$ cat config.mk
export PLATFORM = sky130hd
export DESIGN_NAME = hdlc_tx_framer
export DESIGN_NICKNAME = d
export VERILOG_FILES = /design/src/rtl/hdlc_tx_pkg.sv /design/src/rtl/hdlc_crc16.sv /design/src/rtl/hdlc_bit_packer.sv /design/src/rtl/hdlc_tx_framer.sv
export SDC_FILE = /design/constraint.sdc
export NUM_CORES = 1
export LEC_CHECK = 0
export ABC_AREA = 1
export ABC_CLOCK_PERIOD_IN_PS = 2000
export BUFFER_PORTS_ARGS = -buffer_cell sky130_fd_sc_hd__buf_4
export CORE_ASPECT_RATIO = 1.4
export CORE_MARGIN = 2
export CORE_UTILIZATION = 50
export DETAILED_ROUTE_END_ITERATION = 6
export PLACE_DENSITY = 0.82
export SYNTH_ARGS = -nofsm -noshare
export SYNTH_HDL_FRONTEND = slang
export SYNTH_HIERARCHICAL = 1
export SYNTH_SLANG_ARGS = --single-unit
$ cat constraint.sdc
create_clock -name clk -period 2 [get_ports clk]
set_input_delay 0.4 -clock clk [delete_from_list [all_inputs] [get_ports clk]]
set_output_delay 0.4 -clock clk [all_outputs]
set_load 0.02 [all_outputs]
$ cat src/rtl/hdlc_tx_pkg.sv
package hdlc_tx_pkg;

    localparam int BYTE_W    = 8;
    localparam int CRC_W     = 16;
    localparam int STUFF_RUN = 5;
    localparam int BIT_W     = $clog2(BYTE_W);
    localparam int IDX_W     = $clog2(BYTE_W + 1);
    localparam int CNT_W     = $clog2(BYTE_W + 1);
    localparam int ONES_W    = $clog2(STUFF_RUN + 1);

    localparam logic [BYTE_W-1:0] FLAG_BYTE   = 8'h7E;
    localparam logic [CRC_W-1:0]  CRC_PRESET  = 16'hFFFF;
    localparam logic [CRC_W-1:0]  CRC_POLY_RV = 16'h8408;

    typedef enum logic [3:0] {
        ST_IDLE,
        ST_OPEN,
        ST_FETCH,
        ST_DATA,
        ST_FCS_LO,
        ST_FCS_HI,
        ST_CLOSE,
        ST_PAD,
        ST_EXTRA
    } tx_state_e;

    typedef struct packed {
        tx_state_e            state;
        logic [IDX_W-1:0]     idx;
        logic [ONES_W-1:0]    ones;
        logic                 stuff;
        logic [BYTE_W-1:0]    cur;
        logic                 last;
        logic [CRC_W-1:0]     crc;
        logic                 narrow;
    } seq_t;

    typedef struct packed {
        logic [BYTE_W-1:0] sh;
        logic [CNT_W-1:0]  cnt;
        logic [BYTE_W-1:0] data;
        logic              valid;
    } pack_t;

endpackage

$ cat src/rtl/hdlc_crc16.sv
module hdlc_crc16
    import hdlc_tx_pkg::*;
(
    input  logic [CRC_W-1:0]  crc_in,
    input  logic [BYTE_W-1:0] data_in,
    output logic [CRC_W-1:0]  crc_out
);

    // Reflected byte update, one shift per data bit, LSB first.
    always_comb begin
        logic [CRC_W-1:0] acc;
        acc = crc_in;
        for (int i = 0; i < BYTE_W; i++) begin
            if (acc[0] ^ data_in[i]) begin
                acc = (acc >> 1) ^ CRC_POLY_RV;
            end else begin
                acc = acc >> 1;
            end
        end
        crc_out = acc;
    end

endmodule

$ cat src/rtl/hdlc_bit_packer.sv
module hdlc_bit_packer
    import hdlc_tx_pkg::*;
(
    input  logic              clk,
    input  logic              rst_n,
    input  logic              narrow,
    input  logic              bit_vld,
    input  logic              bit_val,
    input  logic              out_ready,
    output logic              out_valid,
    output logic [BYTE_W-1:0] out_data,
    output logic              room,
    output logic              boundary,
    output logic              last_slot
);

    pack_t q, d;
    logic [CNT_W-1:0]  width;
    logic [BYTE_W-1:0] sh_n;

    always_comb begin
        width     = narrow ? CNT_W'(BYTE_W - 1) : CNT_W'(BYTE_W);
        room      = !q.valid || out_ready;
        boundary  = (q.cnt == '0);
        last_slot = (q.cnt == width - CNT_W'(1));
        sh_n      = {bit_val, q.sh[BYTE_W-1:1]};
        d         = q;
        if (q.valid && out_ready) begin
            d.valid = 1'b0;
        end
        if (bit_vld) begin
            d.sh = sh_n;
            if (last_slot) begin
                d.cnt   = '0;
                d.valid = 1'b1;
                d.data  = narrow ? {1'b1, sh_n[BYTE_W-1:1]} : sh_n;
            end else begin
                d.cnt = q.cnt + CNT_W'(1);
            end
        end
    end

    always_ff @(posedge clk) begin
        if (!rst_n) begin
            q.sh    <= '0;
            q.cnt   <= '0;
            q.data  <= '1;
            q.valid <= 1'b0;
        end else begin
            q <= d;
        end
    end

    assign out_valid = q.valid;
    assign out_data  = q.data;

    assert_hold_while_stalled_R8: assert property (@(posedge clk) disable iff (!rst_n)
        (out_valid && !out_ready) |=> (out_valid && $stable(out_data)));

    assert_spare_bit_set_R5: assert property (@(posedge clk) disable iff (!rst_n)
        (out_valid && narrow) |-> out_data[BYTE_W-1]);

    assert_no_push_when_full_R8: assert property (@(posedge clk) disable iff (!rst_n)
        bit_vld |-> (!out_valid || out_ready));

    assert_count_in_range_R4: assert property (@(posedge clk) disable iff (!rst_n)
        q.cnt < width);

endmodule

$ cat src/rtl/hdlc_tx_framer.sv
module hdlc_tx_framer
    import hdlc_tx_pkg::*;
(
    input  logic              clk,
    input  logic              rst_n,
    input  logic              narrow_mode,
    input  logic              in_valid,
    output logic              in_ready,
    input  logic [BYTE_W-1:0] in_data,
    input  logic              in_first,
    input  logic              in_last,
    output logic              out_valid,
    input  logic              out_ready,
    output logic [BYTE_W-1:0] out_data
);

    seq_t q, d;

    logic              bit_vld, bit_val;
    logic              pk_room, pk_boundary, pk_last_slot;
    logic [CRC_W-1:0]  crc_upd;
    logic [ONES_W-1:0] ones_n;
    logic              byte_end;

    hdlc_crc16 u_crc (
        .crc_in  (q.crc),
        .data_in (in_data),
        .crc_out (crc_upd)
    );

    hdlc_bit_packer u_pack (
        .clk       (clk),
        .rst_n     (rst_n),
        .narrow    (q.narrow),
        .bit_vld   (bit_vld),
        .bit_val   (bit_val),
        .out_ready (out_ready),
        .out_valid (out_valid),
        .out_data  (out_data),
        .room      (pk_room),
        .boundary  (pk_boundary),
        .last_slot (pk_last_slot)
    );

    always_comb begin
        d        = q;
        in_ready = 1'b0;
        bit_vld  = 1'b0;
        bit_val  = 1'b1;
        ones_n   = q.ones;
        byte_end = 1'b0;
        unique case (q.state)
            ST_IDLE: begin
                // stray bytes without a start marker are swallowed
                in_ready = !in_first;
                if (pk_boundary && (!out_valid || out_ready)) begin
                    d.narrow = narrow_mode;
                end
                if (pk_room) begin
                    if (pk_boundary && in_valid && in_first) begin
                        d.state = ST_OPEN;
                        d.idx   = '0;
                        d.ones  = '0;
                        d.stuff = 1'b0;
                        d.crc   = CRC_PRESET;
                    end else begin
                        bit_vld = 1'b1;
                        bit_val = 1'b1;
                    end
                end
            end
            ST_OPEN, ST_CLOSE: begin
                if (pk_room) begin
                    bit_vld = 1'b1;
                    bit_val = FLAG_BYTE[q.idx[BIT_W-1:0]];
                    d.idx   = q.idx + IDX_W'(1);
                    if (q.idx == IDX_W'(BYTE_W - 1)) begin
                        d.idx = '0;
                        if (q.state == ST_OPEN) begin
                            d.state = ST_FETCH;
                        end else begin
                            d.state = pk_last_slot ? ST_IDLE : ST_PAD;
                        end
                    end
                end
            end
            ST_FETCH: begin
                in_ready = 1'b1;
                if (in_valid) begin
                    d.cur   = in_data;
                    d.last  = in_last;
                    d.crc   = crc_upd;
                    d.idx   = '0;
                    d.state = ST_DATA;
                end
            end
            ST_DATA, ST_FCS_LO, ST_FCS_HI: begin
                if (pk_room) begin
                    bit_vld = 1'b1;
                    if (q.stuff) begin
                        bit_val  = 1'b0;
                        d.stuff  = 1'b0;
                        d.ones   = '0;
                        byte_end = (q.idx == IDX_W'(BYTE_W));
                    end else begin
                        bit_val  = q.cur[q.idx[BIT_W-1:0]];
                        d.idx    = q.idx + IDX_W'(1);
                        ones_n   = bit_val ? q.ones + ONES_W'(1) : '0;
                        d.ones   = ones_n;
                        d.stuff  = (ones_n == ONES_W'(STUFF_RUN));
                        byte_end = (q.idx == IDX_W'(BYTE_W - 1)) &&
                                   (ones_n != ONES_W'(STUFF_RUN));
                    end
                    if (byte_end) begin
                        d.idx = '0;
                        if (q.state == ST_DATA) begin
                            if (q.last) begin
                                d.state = ST_FCS_LO;
                                d.cur   = ~q.crc[BYTE_W-1:0];
                            end else begin
                                d.state = ST_FETCH;
                            end
                        end else if (q.state == ST_FCS_LO) begin
                            d.state = ST_FCS_HI;
                            d.cur   = ~q.crc[CRC_W-1:BYTE_W];
                        end else begin
                            d.state = ST_CLOSE;
                        end
                    end
                end
            end
            ST_PAD, ST_EXTRA: begin
                if (pk_room) begin
                    bit_vld = 1'b1;
                    bit_val = 1'b1;
                    if (pk_last_slot) begin
                        d.state = (q.state == ST_PAD) ? ST_EXTRA : ST_IDLE;
                    end
                end
            end
            default: d.state = ST_IDLE;
        endcase
    end

    always_ff @(posedge clk) begin
        if (!rst_n) begin
            q.state  <= ST_IDLE;
            q.idx    <= '0;
            q.ones   <= '0;
            q.stuff  <= 1'b0;
            q.cur    <= '0;
            q.last   <= 1'b0;
            q.crc    <= CRC_PRESET;
            q.narrow <= 1'b0;
        end else begin
            q <= d;
        end
    end

    assert_ones_bounded_R3: assert property (@(posedge clk) disable iff (!rst_n)
        q.ones <= ONES_W'(STUFF_RUN));

    assert_frame_aligned_R4: assert property (@(posedge clk) disable iff (!rst_n)
        (q.state == ST_OPEN && q.idx == '0) |-> pk_boundary);

    assert_mode_fixed_in_frame_R5: assert property (@(posedge clk) disable iff (!rst_n)
        (q.state != ST_IDLE && $past(q.state) != ST_IDLE) |-> $stable(q.narrow));

    assert_idle_all_ones_R7: assert property (@(posedge clk) disable iff (!rst_n)
        (q.state == ST_IDLE && bit_vld) |-> bit_val);

endmodule

==> out/qor.txt, run 1 <==
Worst R2R Setup Slack - 0.08 ns
core box area - 7270 um^2
FF+latch area - 1190 um^2
unrepaired setup endpoints after global routing - true
Crit-path slowest cell - dfxtp_2
hold_buf cts - 0
TritonCTS clock tree - yes
fillers - 673
Clock Skew - 0.00681 ns
Hold Fails Final Rpt - 0
Synth warnings - 6
count leader, synth - nand2_1
GR Overflow Total - 0
Synth top cells by count - 133 x nand2_1, 59 x a21oi_1, 59 x dfxtp_1, 59 x nand3_1, 56 x inv_1
Top FF cell, synth - dfxtp_1
met3 GRT Util - 4.88%
via density per instance - 5.49
grt met2 use - 45.2%
Routed Wire Length - 9590 um
EDFF count, synth - 0
DR WL/cell - 13.8 um
max-slew violation count - 0
Worst setup EP type - flip-flop
M1 GR Usage - 23.6%
I/O pin cnt - 25
root buf cell - clkbuf_8
Hold WC Path Type - in -> reg
Synth top area share - 32.1%
leading post-synthesis cells by cell area - dfxtp_1 32%, nand2_1 14%, a21oi_1 8.0%
buffers plus inverters on the worst setup path - 4
setup TNS - 0 ns
most frequent CP cell - inv_2
Routed Antenna Nets - 0
Buffers on Ports - 24
die area - 8080 um^2
pin count of the biggest net entering global routing - 33
number of global-route vias before repair - 3688
Bufs on Longest Clock Path - 2
Synth cell types - 40
syn_nets - 575
cells along the critical path - inv_2, ha_2, nor3b_4, nand3_2, nand2_2, inv_2, nor2_2, nor2_2, inv_2, nor3_4, buf_6, nand2_8, nand2_2, nand3_2
CP Class - reg -> reg
CP required - 2.23 ns
total track usage - 23.6%
WP data arrival - 2.14 ns
area leader, netlist - dfxtp_1
Synth-to-Final Area Change - 18.6%
run status - finished clean
Num CTS Buffers - 9
drt drc - 0
CTS clock-pin slew for the worst setup and hold paths - 0.07 ns
Cells after Synth - 555
number of diodes - 0
gr busiest metal - met2
multi-input logic area - 2220 um^2
final setup fails - 0
Post-synth ARST share - 0%
Netlist Area Pre-Place - 3680 um^2
Die Width - 76.5 um
startpoint type of the worst setup path - flip-flop
Top Family by Delay on Critical Path - simple AND/OR/NAND/NOR gates
minimum clock period - 1.92 ns
gp weighted congestion - 0.881
hpwl dp - 6680 um
pwr dens - 1340 nW/um^2
share of cells above drive strength 1 - 24.4%
nets - 613
Tcrit/Tclk final - 95.8%
first-pass GRT wire length - 15500 um
CTS H-tree lvls - 3
Clock Latency Late Sink - 0.35 ns
maximum fanout along the worst path - 5
final setup margin - 0.0840 ns
Die Height - 106 um
row count - 37
DR iter-0 viols - 197
Slew HR - 66.6%
Worst path max stage delay - 0.34 ns
clock sink total - 59
maximum VDD drop - 0.000739 V
setup slack at placement - -0.0232 ns
initial antenna violation count - 0
Via Count - 3817
Least-Margin Pin Slew - 0.495 ns
LEAKAGE - 2.08 nW
Starting Density - 50.7%
synthesis-stage register bit count - 59
Initial DRT Pass Iterations - 5
fmax - 522 MHz
Seq/Total Area, Yosys - 32.1%
maxcap violations - 0
Syn Area/Cell - 6.64 um^2
-- cell type report --
class | instances | area share, %
Tap cell | 97 | 2.78
Inverter | 69 | 5.93
Timing Repair Buffer | 51 | 9.22
Clock inverter | 2 | 0.229
Multi-Input combinational cell | 403 | 50.9
Clock buffer | 14 | 3.72
Sequential cell | 59 | 27.2
-- per-layer routing --
layer | vias up | part of all wire (%)
met4 | 0 | 3.5
met2 | 134 | 53
met3 | 32 | 5.5
met1 | 1749 | 38
li1 | 1902 | -
met5 | - | 0
-- per-stage QoR --
stage	hold WS, ns	util, %	instances	total power [mW]	area, um^2
after detailed placement	0.446	55.1	671	4.62	4010
after CTS	0.326	57.6	687	5.60	4190
after floorplan	0.430	-	555	3.92	3690
after global placement	0.440	55.1	671	4.50	4010
after global routing	0.336	60.1	695	6.30	4370
final	0.328	60.1	695	5.85	4370
-- power by group --
| group | total, mW | switching (mW) | internal (mW) | leakage [nW] |
|---|---|---|---|---|
| Sequential | 1.82 | 0.311 | 1.51 | 0.486 |
| Combinational | 3.05 | 1.92 | 1.14 | 1.50 |
| Clock | 0.973 | 0.459 | 0.514 | 0.0905 |
| Total | 5.85 | 2.68 | 3.16 | 2.08 |
-- sequential cells by signal, indices dropped and copies added, names as in the netlist, named ones only --
signal	flops
u_pack/q	11
u_pack/out_valid	1
u_pack/out_data	8
q	38
-- layout by cell type (no fill, tap or decap), drive strengths merged, types with 2 or more instances in the layout --
master / instances
a211oi: 4
a21oi: 63
a31oi: 2
buf: 51
clkbuf: 14
clkinv: 3
dfxtp: 59
ha: 5
inv: 68
nand2: 153
nand3: 60
nand3b: 2
nand4: 5
nor2: 42
nor3: 3
nor3b: 2
o211ai: 2
o21ai: 43
o221ai: 8
xnor2: 2
xor2: 5
-- worst reg2reg max path, stage by stage (launching register included) --
cell,delay (ns)
dfxtp_2,0.34
inv_2,0.05
ha_2,0.17
nor3b_4,0.15
nand3_2,0.09
nand2_2,0.07
inv_2,0.07
nor2_2,0.04
nor2_2,0.14
inv_2,0.07
nor3_4,0.23
buf_6,0.16
nand2_8,0.07
nand2_2,0.08
nand3_2,0.07
-- kinds of logic after synthesis --
group / synth area share (%)
AO/OA/AOI/OAI: 19.0
XOR/XNOR: 1.66
adder cells (fa/ha/maj): 1.70
buffers and inverters: 11.0
flip-flops: 32.1
AND/OR/NAND/NOR: 34.6
-- what timing repair did --
| item | in CTS | in global routing |
|---|---|---|
| endpoints found under the setup margin | 4 | 28 |
| pin swaps | 1 | 13 |
| buffers inserted | 0 | 7 |
| gates cloned | 0 | 1 |
| gates resized for setup | 2 | 36 |
-- path summary, 6_finish.rpt --
| path | start | end | depth (start not counted) |
|---|---|---|---|
| setup / recovery | u_pack/q[9] | u_pack/out_data[1] | 14 |
| hold / removal | narrow_mode | q[0] | 3 |
| setup reg to reg | u_pack/q[9] | u_pack/out_data[1] | 14 |
| hold reg to reg | q[18] | q[18] | 2 |
Power figures use the tool's default switching activity.
==> run 2: changes to the inputs <==
--- a/config.mk
+++ b/config.mk
@@ -7,12 +7,12 @@
 export LEC_CHECK = 0
 export ABC_AREA = 1
 export ABC_CLOCK_PERIOD_IN_PS = 2000
-export BUFFER_PORTS_ARGS = -buffer_cell sky130_fd_sc_hd__buf_4
 export CORE_ASPECT_RATIO = 1.4
 export CORE_MARGIN = 2
 export CORE_UTILIZATION = 50
 export DETAILED_ROUTE_END_ITERATION = 6
-export PLACE_DENSITY = 0.82
+export DONT_BUFFER_PORTS = 1
+export PLACE_DENSITY = 0.79
 export SYNTH_ARGS = -nofsm -noshare
 export SYNTH_HDL_FRONTEND = slang
 export SYNTH_HIERARCHICAL = 1
==> out/qor.txt, run 2 (synthesis results as in run 1) <==
sequential share of power - 31.3% (+0.2 points)
CTS clock-pin slew for the worst setup and hold paths - 0.06 ns (about the same)
row count - 37 (unchanged)
setup TNS - 0 ns (unchanged)
via density per instance - 5.39 (-1.8%)
Hold WS - 0.133 ns (-0.196 ns)
final setup fails - 0 (unchanged)
share of cells above drive strength 1 - 19.1% (-5.3 points)
Post-DP Area - 3790 um^2 (-5.2%)
Worst setup EP type - flip-flop
Tcrit/Tclk final - 96.2% (+0.39 points)
WP data arrival - 2.16 ns (+0.02 ns)
hold_buf cts - 0 (unchanged)
Routed Antenna Nets - 0 (unchanged)
I/O pin cnt - 25 (unchanged)
gp weighted congestion - 0.847 (-3.9%)
Clock Latency Late Sink - 0.35 ns (about the same)
startpoint type of the worst setup path - flip-flop
placed cell count - 643 (-4.2%)
DR WL/cell - 13.4 um (-2.5%)
Hold Fails Final Rpt - 0 (unchanged)
hold depth - 1 (-2)
Clock Power Share - 17.1% (+0.5 points)
cells along the critical path - nor2_4, nand2_4, nor2_4, nand2_2, inv_2, nor2_2, nor2_2, inv_2, nor3_4, nand2_2, nor3b_2
Core Util, Final - 57.2% (-2.9 points)
register with the most flip-flops - q
first-pass GRT wire length - 14900 um (-4.4%)
pin count of the biggest net entering global routing - 33 (unchanged)
Slew HR - 62.4% (-4.2 points)
Clock Skew - 0.00542 ns (-0.00139 ns)
Largest register FFs - 38 (unchanged)
setup slack at placement - -0.0265 ns (-0.00333 ns)
Bufs on Longest Clock Path - 2 (unchanged)
initial antenna violation count - 0 (unchanged)
unrepaired setup endpoints after global routing - true
DR iter-0 viols - 195 (-1.0%)
CTS H-tree lvls - 3 (unchanged)
pwr dens - 1390 nW/um^2 (+4.1%)
Starting Density - 50.7% (unchanged)
Routed Wire Length - 8980 um (-6.3%)
CP Class - reg -> reg
Die Width - 76.5 um (unchanged)
switch share - 44.8% (-1.1 points)
Worst R2R Setup Slack - 0.08 ns (about the same)
die area - 8080 um^2 (unchanged)
root buf cell - clkbuf_8
Worst path max stage delay - 0.34 ns (about the same)
total track usage - 22.8% (-0.84 points)
final setup margin - 0.0762 ns (-0.00780 ns)
minimum clock period - 1.92 ns (+0.00780 ns)
run status - finished clean
fillers - 694 (+3.1%)
fmax - 520 MHz (-0.41%)
GR Overflow Total - 0 (unchanged)
Reg2Reg Depth - 11 (-3)
maxcap violations - 0 (unchanged)
number of global-route vias before repair - 3457 (-6.3%)
TritonCTS clock tree - yes
Via Count - 3601 (-5.7%)
Synth-to-Final Area Change - 12.8%
CP required - 2.24 ns (about the same)
total power draw - 5.79 mW (-0.98%)
most common cell after layout, fill and taps aside - nand2_1
Internal Power - 3.19 mW (+0.99%)
drt drc - 0 (unchanged)
Hold WC Path Type - in -> reg
number of diodes - 0 (unchanged)
core box area - 7270 um^2 (unchanged)
LEAKAGE - 1.98 nW (-4.7%)
Post-Layout Cell Count - 668 (-3.9%)
Crit-path slowest cell - dfxtp_1
most frequent cells in the layout - 131 x nand2_1, 59 x a21oi_1, 57 x nand3_1, 55 x dfxtp_1, 54 x inv_1
switching power - 2.60 mW (-3.3%)
Die Height - 106 um (unchanged)
Initial DRT Pass Iterations - 4 (-1)
nets - 587 (-4.2%)
Buffers on Ports - 0 (-100%)
maximum VDD drop - 0.000927 V (+26%)
Comb pwr share - 51.6% (-0.6 points)
Least-Margin Pin Slew - 0.566 ns (+0.0704 ns)
max-slew violation count - 0 (unchanged)
maximum fanout along the worst path - 5 (unchanged)
post-route cell area - 4160 um^2 (-4.9%)
clock sink total - 59 (unchanged)
Num CTS Buffers - 9 (unchanged)
hpwl dp - 6410 um (-4.0%)
## run 2: cell count changes in the layout (fill, tap and decap cells not counted), moves of 2 or more
cell / delta
nand2_4: +2
nand2_2: -5
nand3_2: -4
a211oi_2: -2
nand2_1: +4
clkbuf_1: -2
buf_4: -26
nand3_1: +4
## run 2: area by class of cell
| type | count | area [um^2] | area share, % |
|---|---|---|---|
| inverter | 69 | 259 | 6.23 |
| sequential | 59 | 1190 | 28.5 |
| tap | 97 | 121 | 2.92 |
| multi-input combinational | 403 | 2190 | 52.8 |
| clock buffer | 13 | 169 | 4.07 |
| clock inverter | 2 | 10.0 | 0.241 |
| timing repair buffer | 25 | 216 | 5.21 |
## run 2: worst paths after layout
check             startpoint                 end
setup / recovery       q[36]        u_pack/q[11]
hold reg to reg        q[18]               q[18]
hold / removal         rst_n  u_pack/out_data[5]
setup reg to reg       q[36]        u_pack/q[11]
## run 2: power groups by stage
stage	sequential (mW)	clock, mW	combinational, mW
final	1.81	0.992	2.99
after global routing	1.85	1.06	3.38
after CTS	1.80	1.01	2.72
after detailed placement	1.82	0	2.71
after global placement	1.80	0	2.63
after floorplan	1.77	0	2.15
## run 2: per-layer routing
| metal | vias to the layer above | wire [um] | global-route usage, % |
|---|---|---|---|
| li1 | 1858 | - | - |
| met1 | 1656 | 3560 | 23.1 |
| met2 | 72 | 4810 | 43.4 |
| met3 | 15 | 424 | 4.97 |
| met4 | 0 | 190 | 11.3 |
| met5 | - | 0 | 0 |
## run 2: what timing repair did
action | 4_1_cts | 5_1_grt
gates resized for setup | 2 | 24
setup endpoints to repair | 3 | 30
setup buffers | 0 | 9
cloned | 0 | 1
pin swaps | 0 | 10
## run 2: worst max-delay path: cells and delay by family (launching register included)
family	cells	cell delay [ns]
simple gates	9	1.36
flops	1	0.34
buf+inv	2	0.13
==> run 3: changes to the inputs <==
--- a/config.mk
+++ b/config.mk
@@ -6,7 +6,7 @@
 export NUM_CORES = 1
 export LEC_CHECK = 0
 export ABC_AREA = 1
-export ABC_CLOCK_PERIOD_IN_PS = 2000
+export ABC_CLOCK_PERIOD_IN_PS = 1700
 export CORE_ASPECT_RATIO = 1.4
 export CORE_MARGIN = 2
 export CORE_UTILIZATION = 50
==> constraint.sdc (replaced) <==
create_clock -name clk -period 1.7 [get_ports clk]
set_input_delay 0.34 -clock clk [delete_from_list [all_inputs] [get_ports clk]]
set_output_delay 0.34 -clock clk [all_outputs]
set_load 0.02 [all_outputs]
==> out/qor.txt, run 3 (synthesis results as in run 1) <==
run status - complete, but fails checks
failing checks - negative setup slack
gp weighted congestion - 0.901 (+6.4%)
total track usage - 27.5% (+4.8 points)
maximum VDD drop - 0.00102 V (+10%)
DR iter-0 viols - 228 (+17%)
Hold WS - 0.0609 ns (-0.0717 ns)
CP Class - reg -> reg
CTS clock-pin slew for the worst setup and hold paths - 0.07 ns (about the same)
number of diodes - 0 (unchanged)
pwr dens - 1660 nW/um^2 (+19%)
Core Util, Final - 68.3% (+11 points)
I/O pin cnt - 25 (unchanged)
Largest register FFs - 38 (unchanged)
sequential share of power - 26.2% (-5.1 points)
root buf cell - clkbuf_8
die area - 8080 um^2 (unchanged)
logic depth of the worst path, buffers included - 13 (+2)
Initial DRT Pass Iterations - 5 (+1)
Comb pwr share - 58.1% (+6.5 points)
switch share - 44.6% (-0.27 points)
Buffers on Ports - 0 (unchanged)
LEAKAGE - 2.34 nW (+18%)
maxcap violations - 0 (unchanged)
CTS H-tree lvls - 3 (unchanged)
Crit-path slowest cell - dfxtp_4
unrepaired setup endpoints after global routing - true
Hold Fails Final Rpt - 0 (unchanged)
Die Height - 106 um (unchanged)
clock sink total - 59 (unchanged)
nets - 644 (+9.7%)
most frequent CP cell - nor2_4
Tcrit/Tclk final - 113% (+17 points)
share of cells above drive strength 1 - 35.0% (+16 points)
GR Overflow Total - 0 (unchanged)
most common cell after layout, fill and taps aside - nand2_1
Bufs on Longest Clock Path - 2 (unchanged)
Reg2Reg Depth - 13 (+2)
buffers plus inverters on the worst setup path - 4 (+2)
Post-DP Area - 4160 um^2 (+9.6%)
pin count of the biggest net entering global routing - 29 (-12%)
row count - 37 (unchanged)
startpoint type of the worst setup path - flip-flop
Clock Latency Late Sink - 0.36 ns (about the same)
Top Family by Delay on Critical Path - simple AND/OR/NAND/NOR gates
drt drc - 0 (unchanged)
DR WL/cell - 15.7 um (+17%)
fmax - 521 MHz (+0.22%)
Synth-to-Final Area Change - 34.7%
max-slew violation count - 0 (unchanged)
hold depth - 1 (unchanged)
Least-Margin Pin Slew - 0.373 ns (-0.192 ns)
Worst path max stage delay - 0.36 ns (+0.02 ns)
Routed Antenna Nets - 0 (unchanged)
Via Count - 4131 (+15%)
Slew HR - 75.1% (+13 points)
Worst setup EP type - flip-flop
Num CTS Buffers - 9 (unchanged)
final setup fails - 58 (+58)
cells along the critical path - nor2_4, nand2_4, nor2_4, nand2_2, inv_2, nor2_4, nor2_4, inv_2, nor3_4, buf_6, buf_8, nand3_4, nand3_2
final setup margin - -0.219 ns (-0.296 ns)
register with the most flip-flops - q
Clock Skew - 0.0113 ns (+0.00587 ns)
Starting Density - 50.7% (unchanged)
first-pass GRT wire length - 17800 um (+20%)
post-route cell area - 4960 um^2 (+19%)
Routed Wire Length - 11400 um (+27%)
via density per instance - 5.69 (+5.6%)
Internal Power - 4.57 mW (+43%)
core box area - 7270 um^2 (unchanged)
hold_buf cts - 0 (unchanged)
Die Width - 76.5 um (unchanged)
WP data arrival - 2.21 ns (+0.05 ns)
initial antenna violation count - 0 (unchanged)
switching power - 3.68 mW (+42%)
hpwl dp - 6960 um (+8.5%)
TritonCTS clock tree - yes
Hold WC Path Type - in -> reg
Clock Power Share - 15.7% (-1.4 points)
CP required - 1.99 ns (-0.25 ns)
minimum clock period - 1.92 ns (-0.00427 ns)
number of global-route vias before repair - 3990 (+15%)
most frequent cells in the layout - 121 x nand2_1, 66 x buf_4, 51 x dfxtp_1, 50 x inv_1, 48 x a21oi_1
maximum fanout along the worst path - 6 (+1)
run 3: cell types whose count changed in the layout (fill, tap and decap cells not counted), sizes merged:
cell,delta
clkbuf,-2
clkinv,+1
buf,+56
clkinvlp,+1
bufbuf,+1
bufinv,+1
run 3: power by group through the flow:
stage               Clock (mW)  Sequential (mW)  Combinational [mW]
global placement             0             2.12                3.49
detailed placement           0             2.14                3.60
global route              1.36             2.20                5.24
finish                    1.29             2.16                4.79
CTS                       1.31             2.12                4.17
floorplan                    0             2.09                2.55
run 3: area by class of cell:
class,instances,area [um^2]
clock buffers,11,141
clock inverters,5,52.6
fillers,537,2300
inverters,69,262
multi-input cells,403,2460
flip-flops and latches,59,1190
well taps,97,121
repair buffers,82,734
run 3: timing repair:
action / CTS / global route
setup endpoints to repair: 50 / 59
gates resized for setup: 55 / 60
gates cloned: 3 / 0
setup buffers: 10 / 13
pin swaps: 11 / 29
run 3: worst paths after layout:
check	slack, ns	endpoint	startpoint
setup / recovery	-0.22	u_pack/out_data[5]	q[36]
setup reg to reg	-0.22	u_pack/out_data[5]	q[36]
hold / removal	0.06	u_pack/out_data[4]	rst_n
hold reg to reg	0.45	q[18]	q[18]
run 3: per-layer routing:
layer / global-route usage [%] / routed length (um)
met1: 28.0 / 4210
met2: 50.5 / 6050
met3: 6.16 / 630
met4: 17.1 / 491
met5: 0 / 0
run 3: per-stage QoR:
step / instances / worst slack [ns] / total power [mW] / TNS [ns]
final: 726 / -0.219 / 8.24 / -6.56
after global routing: 726 / -0.344 / 8.81 / -12.20
after CTS: 715 / -0.102 / 7.60 / -1.92
after detailed placement: 686 / -0.166 / 5.75 / -2.40
after global placement: 686 / -0.129 / 5.62 / -0.748
after floorplan: 555 / -0.250 / 4.64 / -2.41
